[src/rtl/prio_intc_pkg.sv]
// Shared declarations for the prioritized interrupt controller.
// Assumes a word-addressed register bus with at most eight words.
package prio_intc_pkg;

    // Decoded register kind selected by the bus address.
    typedef enum logic [2:0] {
        RK_LEVEL = 3'd0,
        RK_PEND  = 3'd1,
        RK_NUM   = 3'd2,
        RK_CUR   = 3'd3,
        RK_NONE  = 3'd4
    } reg_kind_t;

endpackage

[src/rtl/icu_edge_capture.sv]
// Edge capture for active-low request pins.
// Each pin goes through a two-stage synchronizer plus a history stage.
// A high-to-low transition sets a sticky pending bit. A clear strobe
// resets the bit unless a new edge lands on the same clock.
// Assumes the pins are asynchronous to clk.
module icu_edge_capture #(
    parameter int N = 9
) (
    input  logic         clk,
    input  logic         rst_n,
    input  logic [N-1:0] req_n,
    input  logic [N-1:0] clr,
    output logic [N-1:0] fall,
    output logic [N-1:0] pend
);

    logic [N-1:0] s1_q;
    logic [N-1:0] s2_q;
    logic [N-1:0] s3_q;

    for (genvar i = 0; i < N; i++) begin : g_line
        // Synchronize the pin and keep one cycle of history (idle high).
        always_ff @(posedge clk) begin
            if (!rst_n) begin
                s1_q[i] <= 1'b1;
                s2_q[i] <= 1'b1;
                s3_q[i] <= 1'b1;
            end else begin
                s1_q[i] <= req_n[i];
                s2_q[i] <= s1_q[i];
                s3_q[i] <= s2_q[i];
            end
        end

        // A synchronized high-to-low step marks a new request.
        assign fall[i] = s3_q[i] & ~s2_q[i];

        // Sticky pending bit: an edge has priority over a clear.
        always_ff @(posedge clk) begin
            if (!rst_n) begin
                pend[i] <= 1'b0;
            end else begin
                pend[i] <= fall[i] | (pend[i] & ~clr[i]);
            end
        end
    end

endmodule

[src/rtl/icu_arbiter.sv]
// Priority selection over the pending sources.
// It scans sources FIRST to N_SRC-1 and keeps the highest non-zero level.
// A tie is resolved toward the lower source number. Purely combinational.
// Assumes levels arrive packed LVL_W bits per source, source 0 at the bottom.
module icu_arbiter #(
    parameter int N_SRC = 28,
    parameter int LVL_W = 3,
    parameter int NUM_W = 5,
    parameter int FIRST = 1
) (
    input  logic [N_SRC-1:0]       req,
    input  logic [N_SRC*LVL_W-1:0] lvl,
    output logic                   win_vld,
    output logic [NUM_W-1:0]       win_num,
    output logic [LVL_W-1:0]       win_lvl
);

    // Downward scan with >= so the lowest index among equals is kept.
    always_comb begin
        win_vld = 1'b0;
        win_num = '0;
        win_lvl = '0;
        for (int i = N_SRC - 1; i >= FIRST; i--) begin
            if (req[i] && (lvl[i*LVL_W +: LVL_W] != '0)
                       && (lvl[i*LVL_W +: LVL_W] >= win_lvl)) begin
                win_vld = 1'b1;
                win_num = NUM_W'(i);
                win_lvl = lvl[i*LVL_W +: LVL_W];
            end
        end
    end

endmodule

[src/rtl/icu_level_stack.sv]
// Current priority level with a one-deep save slot.
// A push saves the current level and loads a new one. A pop restores the
// saved level and clears the slot. A push takes precedence over a pop.
module icu_level_stack #(
    parameter int LVL_W = 3
) (
    input  logic             clk,
    input  logic             rst_n,
    input  logic             push,
    input  logic             pop,
    input  logic [LVL_W-1:0] push_lvl,
    output logic [LVL_W-1:0] cur_lvl,
    output logic [LVL_W-1:0] saved_lvl
);

    // Update the current level and the save slot on acknowledge or restore.
    always_ff @(posedge clk) begin
        if (!rst_n) begin
            cur_lvl   <= '0;
            saved_lvl <= '0;
        end else if (push) begin
            saved_lvl <= cur_lvl;
            cur_lvl   <= push_lvl;
        end else if (pop) begin
            cur_lvl   <= saved_lvl;
            saved_lvl <= '0;
        end
    end

endmodule

[src/rtl/prio_intc.sv]
// Prioritized interrupt controller, top level.
// Source 0 is the fast pin and drives fiq. Sources 1..N_EXT-1 are
// active-low general pins and are captured on their falling edge.
// Sources N_EXT.. are level-sensitive peripheral requests. Register words:
// level words, then pending, then number (read acknowledges, write
// restores), then current level. Assumes bus_rd and bus_wr are not high
// together.
module prio_intc #(
    parameter int N_EXT_GEN = 8,
    parameter int N_INT     = 19,
    parameter int LVL_W     = 3,
    parameter int DATA_W    = 32,
    parameter int ADDR_W    = 3
) (
    input  logic                 clk,
    input  logic                 rst_n,
    input  logic                 fast_req_n,
    input  logic [N_EXT_GEN-1:0] ext_req_n,
    input  logic [N_INT-1:0]     int_req,
    input  logic [ADDR_W-1:0]    bus_addr,
    input  logic                 bus_wr,
    input  logic                 bus_rd,
    input  logic [DATA_W-1:0]    bus_wdata,
    output logic [DATA_W-1:0]    bus_rdata,
    output logic                 irq,
    output logic                 fiq
);

    import prio_intc_pkg::*;

    localparam int N_EXT     = N_EXT_GEN + 1;
    localparam int N_SRC     = N_EXT + N_INT;
    localparam int NUM_W     = $clog2(N_SRC + 1);
    localparam int FLD_W     = LVL_W + 1;
    localparam int FPW       = DATA_W / FLD_W;
    localparam int LVL_WORDS = (N_SRC + FPW - 1) / FPW;
    localparam int A_PEND    = LVL_WORDS;
    localparam int A_NUM     = LVL_WORDS + 1;
    localparam int A_CUR     = LVL_WORDS + 2;
    localparam logic [NUM_W-1:0] NO_WINNER = '1;

    logic [LVL_W-1:0]       lvl_q [N_SRC];
    logic [N_SRC*LVL_W-1:0] lvl_flat;
    logic [N_EXT-1:0]       ext_pend;
    logic [N_EXT-1:0]       ext_fall;
    logic [N_EXT-1:0]       ext_clr;
    logic [N_SRC-1:0]       pend_all;
    logic                   win_vld;
    logic [NUM_W-1:0]       win_num;
    logic [LVL_W-1:0]       win_lvl;
    logic [LVL_W-1:0]       cur_lvl;
    logic [LVL_W-1:0]       saved_lvl;
    logic                   ack;
    logic                   restore;
    reg_kind_t              kind;
    logic                   unused_wdata;

    assign unused_wdata = ^bus_wdata;

    // Decode the bus address into a register kind.
    always_comb begin
        if (int'(bus_addr) < LVL_WORDS)   kind = RK_LEVEL;
        else if (int'(bus_addr) == A_PEND) kind = RK_PEND;
        else if (int'(bus_addr) == A_NUM)  kind = RK_NUM;
        else if (int'(bus_addr) == A_CUR)  kind = RK_CUR;
        else                               kind = RK_NONE;
    end

    // Level fields: source s sits in word s/FPW at field s%FPW.
    always_ff @(posedge clk) begin
        if (!rst_n) begin
            for (int s = 0; s < N_SRC; s++) lvl_q[s] <= '0;
        end else if (bus_wr && kind == RK_LEVEL) begin
            for (int s = 0; s < N_SRC; s++) begin
                if (int'(bus_addr) == s / FPW)
                    lvl_q[s] <= bus_wdata[(s % FPW) * FLD_W +: LVL_W];
            end
        end
    end

    // Flatten the level array for the arbiter.
    always_comb begin
        for (int s = 0; s < N_SRC; s++) lvl_flat[s*LVL_W +: LVL_W] = lvl_q[s];
    end

    // Write-one-to-clear strobes for the captured pin requests.
    assign ext_clr = (bus_wr && kind == RK_PEND) ? bus_wdata[N_EXT-1:0] : '0;

    icu_edge_capture #(
        .N (N_EXT)
    ) u_capture (
        .clk   (clk),
        .rst_n (rst_n),
        .req_n ({ext_req_n, fast_req_n}),
        .clr   (ext_clr),
        .fall  (ext_fall),
        .pend  (ext_pend)
    );

    assign pend_all = {int_req, ext_pend};

    icu_arbiter #(
        .N_SRC (N_SRC),
        .LVL_W (LVL_W),
        .NUM_W (NUM_W),
        .FIRST (1)
    ) u_arbiter (
        .req     (pend_all),
        .lvl     (lvl_flat),
        .win_vld (win_vld),
        .win_num (win_num),
        .win_lvl (win_lvl)
    );

    // Request outputs: irq above the current level, fiq from source 0 alone.
    assign irq = win_vld && (win_lvl > cur_lvl);
    assign fiq = ext_pend[0] && (lvl_q[0] != '0);

    assign ack     = bus_rd && kind == RK_NUM && irq;
    assign restore = bus_wr && kind == RK_NUM;

    icu_level_stack #(
        .LVL_W (LVL_W)
    ) u_level (
        .clk       (clk),
        .rst_n     (rst_n),
        .push      (ack),
        .pop       (restore),
        .push_lvl  (win_lvl),
        .cur_lvl   (cur_lvl),
        .saved_lvl (saved_lvl)
    );

    // Read multiplexer, combinational from the address.
    always_comb begin
        bus_rdata = '0;
        unique case (kind)
            RK_LEVEL: begin
                for (int s = 0; s < N_SRC; s++) begin
                    if (int'(bus_addr) == s / FPW)
                        bus_rdata[(s % FPW) * FLD_W +: LVL_W] = lvl_q[s];
                end
            end
            RK_PEND:  bus_rdata[N_SRC-1:0] = pend_all;
            RK_NUM:   bus_rdata[NUM_W-1:0] = irq ? win_num : NO_WINNER;
            RK_CUR:   bus_rdata[LVL_W-1:0] = cur_lvl;
            default:  bus_rdata = '0;
        endcase
    end

endmodule

[config.mk]
export PLATFORM = sky130hd
export DESIGN_NAME = prio_intc
export DESIGN_NICKNAME = d
export VERILOG_FILES = /design/src/rtl/prio_intc_pkg.sv /design/src/rtl/icu_edge_capture.sv /design/src/rtl/icu_arbiter.sv /design/src/rtl/icu_level_stack.sv /design/src/rtl/prio_intc.sv
export SDC_FILE = /design/constraint.sdc
export NUM_CORES = 1
export LEC_CHECK = 0
export BUFFER_PORTS_ARGS = -buffer_cell sky130_fd_sc_hd__buf_2
export CAP_MARGIN = 10
export CORE_MARGIN = 2
export CORE_UTILIZATION = 45
export CTS_BUF_LIST = sky130_fd_sc_hd__clkbuf_4 sky130_fd_sc_hd__clkbuf_8 sky130_fd_sc_hd__clkbuf_16
export DETAILED_ROUTE_END_ITERATION = 7
export SLEW_MARGIN = 20
export SYNTH_ARGS = -nofsm -noshare
export SYNTH_HDL_FRONTEND = slang
export SYNTH_SLANG_ARGS = --single-unit
[constraint.sdc]
create_clock -name clk -period 39.8 [get_ports clk]
set_input_delay 0 -clock clk [delete_from_list [all_inputs] [get_ports clk]]
set_output_delay 0 -clock clk [all_outputs]
set_load 0.05 [all_outputs]
Word level (Yosys, flattened, before mapping). Memory sizes are Yosys's and may differ from the RTL's. Index checks and enable logic that the tools add are counted.

RAM bits: 84. Output and inout port bits: 34. Bits of input ports: 67. Bits in registers: 42. Memories: 1.

Reductions and logical operators: 92. Bitwise logic cells: 73. Muxes and demuxes: 180. Order comparisons: 29. Equal/unequal tests: 9.

Memory list: lvl_q (depth 28, width 3, read ports 28, clocked after memory_dff 0, write ports 28, line prio_intc.sv:42) `logic [LVL_W-1:0] lvl_q [N_SRC];`.

Operator list (number): 2-to-1 mux 3 bit (92); 2-to-1 mux 5 bit (28); nonzero test 3 bit (28); >= comparator 3 bit (26); logical AND 1 bit (61); 2-to-1 mux 1 bit (50); bitwise OR 1 bit (37); one-hot mux 3 bit (2 select lines) (5); AND 1 bit (18); inverter 1 bit (18); equality test 3 x 2 -> 1 bit, second input constant (4); equality test 3 bit, second input constant (4); one-hot mux 3 bit (4 select lines) (1); 2-to-1 mux 9 bit (1); zero test 3 bit (2); one-hot mux 2 bit (2 select lines) (1); equality test 3 x 1 -> 1 bit, second input constant (1); >= comparator 3 x 1 -> 1 bit, second input constant (1); > comparator 3 bit (1); < comparator 3 bit, second input constant (1); one-hot mux 1 bit (3 select lines) (1); one-hot mux 1 bit (2 select lines) (1); nonzero test 2 bit (1).

Logic depth before layout (Yosys ltp). An unclocked memory read counts as a cell.

Depth in word-level cells: 87. Gate-level depth with buffers: 212. Depth with buffers taken out: 211.

By module. A second synthesis with hierarchy kept.

Cells, all modules: 1158. Area, all modules: 9917.0 sq um.

By module, submodules not included: icu_arbiter (seq. area each 0.0 sq um, area each 4364.2 sq um, cells each 657, instances 1); prio_intc (seq. area each 2522.4 sq um, area each 4181.5 sq um, cells each 383, instances 1); icu_edge_capture (seq. area each 720.7 sq um, area each 1093.5 sq um, cells each 93, instances 1); icu_level_stack (seq. area each 120.1 sq um, area each 277.8 sq um, cells each 25, instances 1).

Worst setup path before layout. No wires, ideal clock.

Kind: register to output. Start: memory lvl_q[27][0], in the netlist lvl_q[1][33]. End: output port bus_rdata[0]. Data required time: 39.800 ns. Data arrival time: 37.117 ns. Path slack: 2.683 ns. Path buffers: 1. Cell stages (with the launch flop): 202. Cell sequence: edfxtp_1 > and2_1 > ha_1 > nor2b_2 > o21ai_4 > nand3_1 > nand2_1 > o21ai_0 > ha_1 > nand2b_1 > o21a_1 > a221oi_1 > a211oi_1 > mux2i_1 > inv_1 > ha_1 > nand2b_1 > and2_1 > (+166 left out) > nand2b_1 > a21o_1 > a21oi_1 > nor2b_1 > o21ai_0 > and3_1 > a32oi_1 > a21boi_1 > and2_1 > ha_1 > inv_1 > a21o_1 > a21oi_1 > a31oi_1 > o31ai_2 > inv_2 > nand3_1 > a2bb2oi_1.

RTL lines: start: declaration (line prio_intc.sv:42); end: declaration (line prio_intc.sv:24) `output logic [DATA_W-1:0] bus_rdata,`.

==> out/metrics.cfg <==
[finish]
nets=1492
area_growth_pct=28.2
drive_above_1_share=0.248
antenna_cells=0

[cts]
root_buffer=clkbuf_16
cts.sinks=126
clockBufferDepth=2
clkTransAtPathRegs_ns=0.07
cts_tree=built
clk_latency_ns=0.43
htreeDepth=4
cts_buffers=17

[pwr]
peakVddDrop_mv=0.0301
p_clk_frac=0.295
power.leakage_nw=5.33
cellPowerDensity_nw_per_um2=44.3
intPower_uw=342
finalPower_uw=551
pwr-share-comb=0.413
p_seq_frac=0.293
p_sw_uw=210
switching_share=0.380

[run_status]
violations=negative hold slack
status=finished, violations left

[setup_path]
max_stage_delay_ns=0.48
critPathLaunchType=register
crit_top_cell=ha_1
worstPathRequired_ns=39.80
worst_path_max_delay_cell=or4_4
worst_setup_path_end_kind=primary output
setup.worst_path.class=reg2out
worst_r2r_path_depth=212
path_max_fanout=5
arrival_ns=37.86

[global_routing]
grt_remaining_overflow=0
grt_busiest_layer=met2
antenna_found_initial=0
grt_use_met2=0.470
use_met3=0.0428
track_usage=0.296
grt_max_degree=48
grt_pass1_vias=9047
use_met1=0.415
grt_pass1_wl_mm=50.7

[placed_design]
globalplace.congestion=1.00
portBuffers=93
post-place-ws_ns=0.0898
hpwl_mm=25.3

[synthesis]
ys_ff_latch=126
ys.flop_type=edfxtp_1
yosysMostFrequentCell=nor2_1
ys_seq_area_frac=0.347
syn-num-nets=1300
synth_top_area_cell=edfxtp_1
ys_warn_count=0
syn_area_um2=9700
synthDistinctLibCells=93
synth_edf_count=84
syn_avg_cell_area_um2=8.08
synthDominantCellAreaShare=0.260
synthTopCellsByArea=edfxtp_1 (26%), dfxtp_1 (8.7%), nor2_1 (6.0%)
synthArstFlopShare=0
syn_inst=1200
synth_common_cells=nor2_1 (156), nand2_1 (136), o21ai_0 (88), edfxtp_1 (84), a21oi_1 (77)

[floorplanning]
fp.coreArea_um2=21100
dieArea_um2=22700
start_util=0.460
rows=53
die_w_um=151
io_pins=101
die_h_um=151

[sta]
finalCriticalPeriod_ns=37.86
hold_viol=1
max-slew-margin-rel=0.342
finClkSkew_ns=0.0119
layout_setup_ws_ns=1.94
final-setup-viol-count=0
max_freq_mhz=26.4
tightest_slew_ns=0.984
fin_crit_sh=0.951
hold-worst-slack_ns=-0.00119
drv_slew=0

[route]
wl_mm=34.1
drtIter0Drc=1199
dr_total_vias=10100
wl_per_cell_um=20.3
dr.pass1.iters=7
antenna_left=0
drc=0
via_per_inst=6.01

[job]
cap_violations=0

[hold_path]
hold_depth=3
min_path_type=in2reg

==> area by class of cell <==
type	count	area, um2
clock inverters	14	165
fillers	1936	8650
multi-input cells	950	6310
clock buffers	18	450
repair buffers	220	1520
flip-flops and latches	126	3360
inverters	77	289
well taps	275	344
==> power by group through the flow <==
stage	Sequential, mW	Combinational (mW)	Clock, mW
6_report	0.161	0.227	0.162
2_1_floorplan	0.157	0.126	0
3_3_place_gp	0.163	0.184	0
5_1_grt	0.162	0.247	0.169
3_5_place_dp	0.163	0.186	0
4_1_cts	0.161	0.192	0.164
==> registers in the layout, summed over array words and instances, names as in the netlist <==
signal / cells
u_level.cur_lvl: 3
u_capture.s1_q: 9
u_capture.s2_q: 9
u_capture.s3_q: 9
u_capture.pend: 9
lvl_q: 84
u_level.saved_lvl: 3
==> routing by layer <==
metal | part of all wire | wire (um)
met3 | 0.078 | 2670
met1 | 0.43 | 14600
met4 | 0.035 | 1200
met2 | 0.46 | 15600
met5 | 0 | 0
==> cells by family (layout without fill, tap and decap cells) <==
logic type,Yosys count,count (layout),synth area share
AND/OR/NAND/NOR,497,497,0.246
AO/OA/AOI/OAI,370,370,0.260
flip-flops,126,126,0.347
buffers and inverters,124,329,0.0502
adder cells (fa/ha/maj),44,44,0.0540
multiplexers,38,38,0.0426
other,1,1,0.000387
==> metrics by stage <==
stage	std cells	setup TNS [ns]	cell area [um2]	hold slack [ns]	util
after floorplan	1200	0	9700	0.101	-
after global placement	1583	0	10800	0.179	0.511
after detailed placement	1583	0	10800	0.183	0.511
after CTS	1650	0	11800	0.00632	0.559
after global routing	1680	-2.86	12400	0.0179	0.590
final	1680	0	12400	-0.00119	0.590
==> critical path: cells and delay by family, from the launching register on <==
family | cells | cell delay (ns)
buf+inv | 15 | 1.78
fa+ha+maj | 32 | 8.62
simple gates | 69 | 10.01
compound gates | 88 | 14.31
mux | 7 | 2.30
flops | 1 | 0.39
==> final timing paths <==
kind | from | to | slack, ns
worst max-delay path | lvl_q[1][35]$_SDFFCE_PN0P_ | bus_rdata[3] | 1.94
worst max register to register | lvl_q[1][35]$_SDFFCE_PN0P_ | u_level.saved_lvl[2]$_SDFFE_PN0P_ | 2.12
worst min-delay path | bus_wdata[10] | lvl_q[1][8]$_SDFFCE_PN0P_ | -0.001
worst min register to register | u_capture.s1_q[6]$_SDFF_PN1_ | u_capture.s2_q[6]$_SDFF_PN1_ | 0.41
==> placed cells by master (no fill, tap or decap), drive strengths merged, types with 21 or more instances in the layout <==
cell type,netlist,layout
buf,10,186
nor2,157,157
nand2,136,136
o21ai,92,92
inv,77,86
edfxtp,84,84
a21oi,78,78
nand2b,50,50
dfxtp,42,42
dlygate4sd3,0,34
ha,33,33
nand3,29,29
and2,25,25
and3,21,21
mux2i,21,21
nor3,21,21
==> timing repair <==
item,in CTS,in global routing
hold buffers,34,0
setup buffers,1,29
pin swaps,0,42
gates resized for setup,10,104
setup endpoints to repair,12,12
endpoints found under the hold margin,66,0
cloned,0,0
No activity file was read; power rests on OpenSTA's default activity.
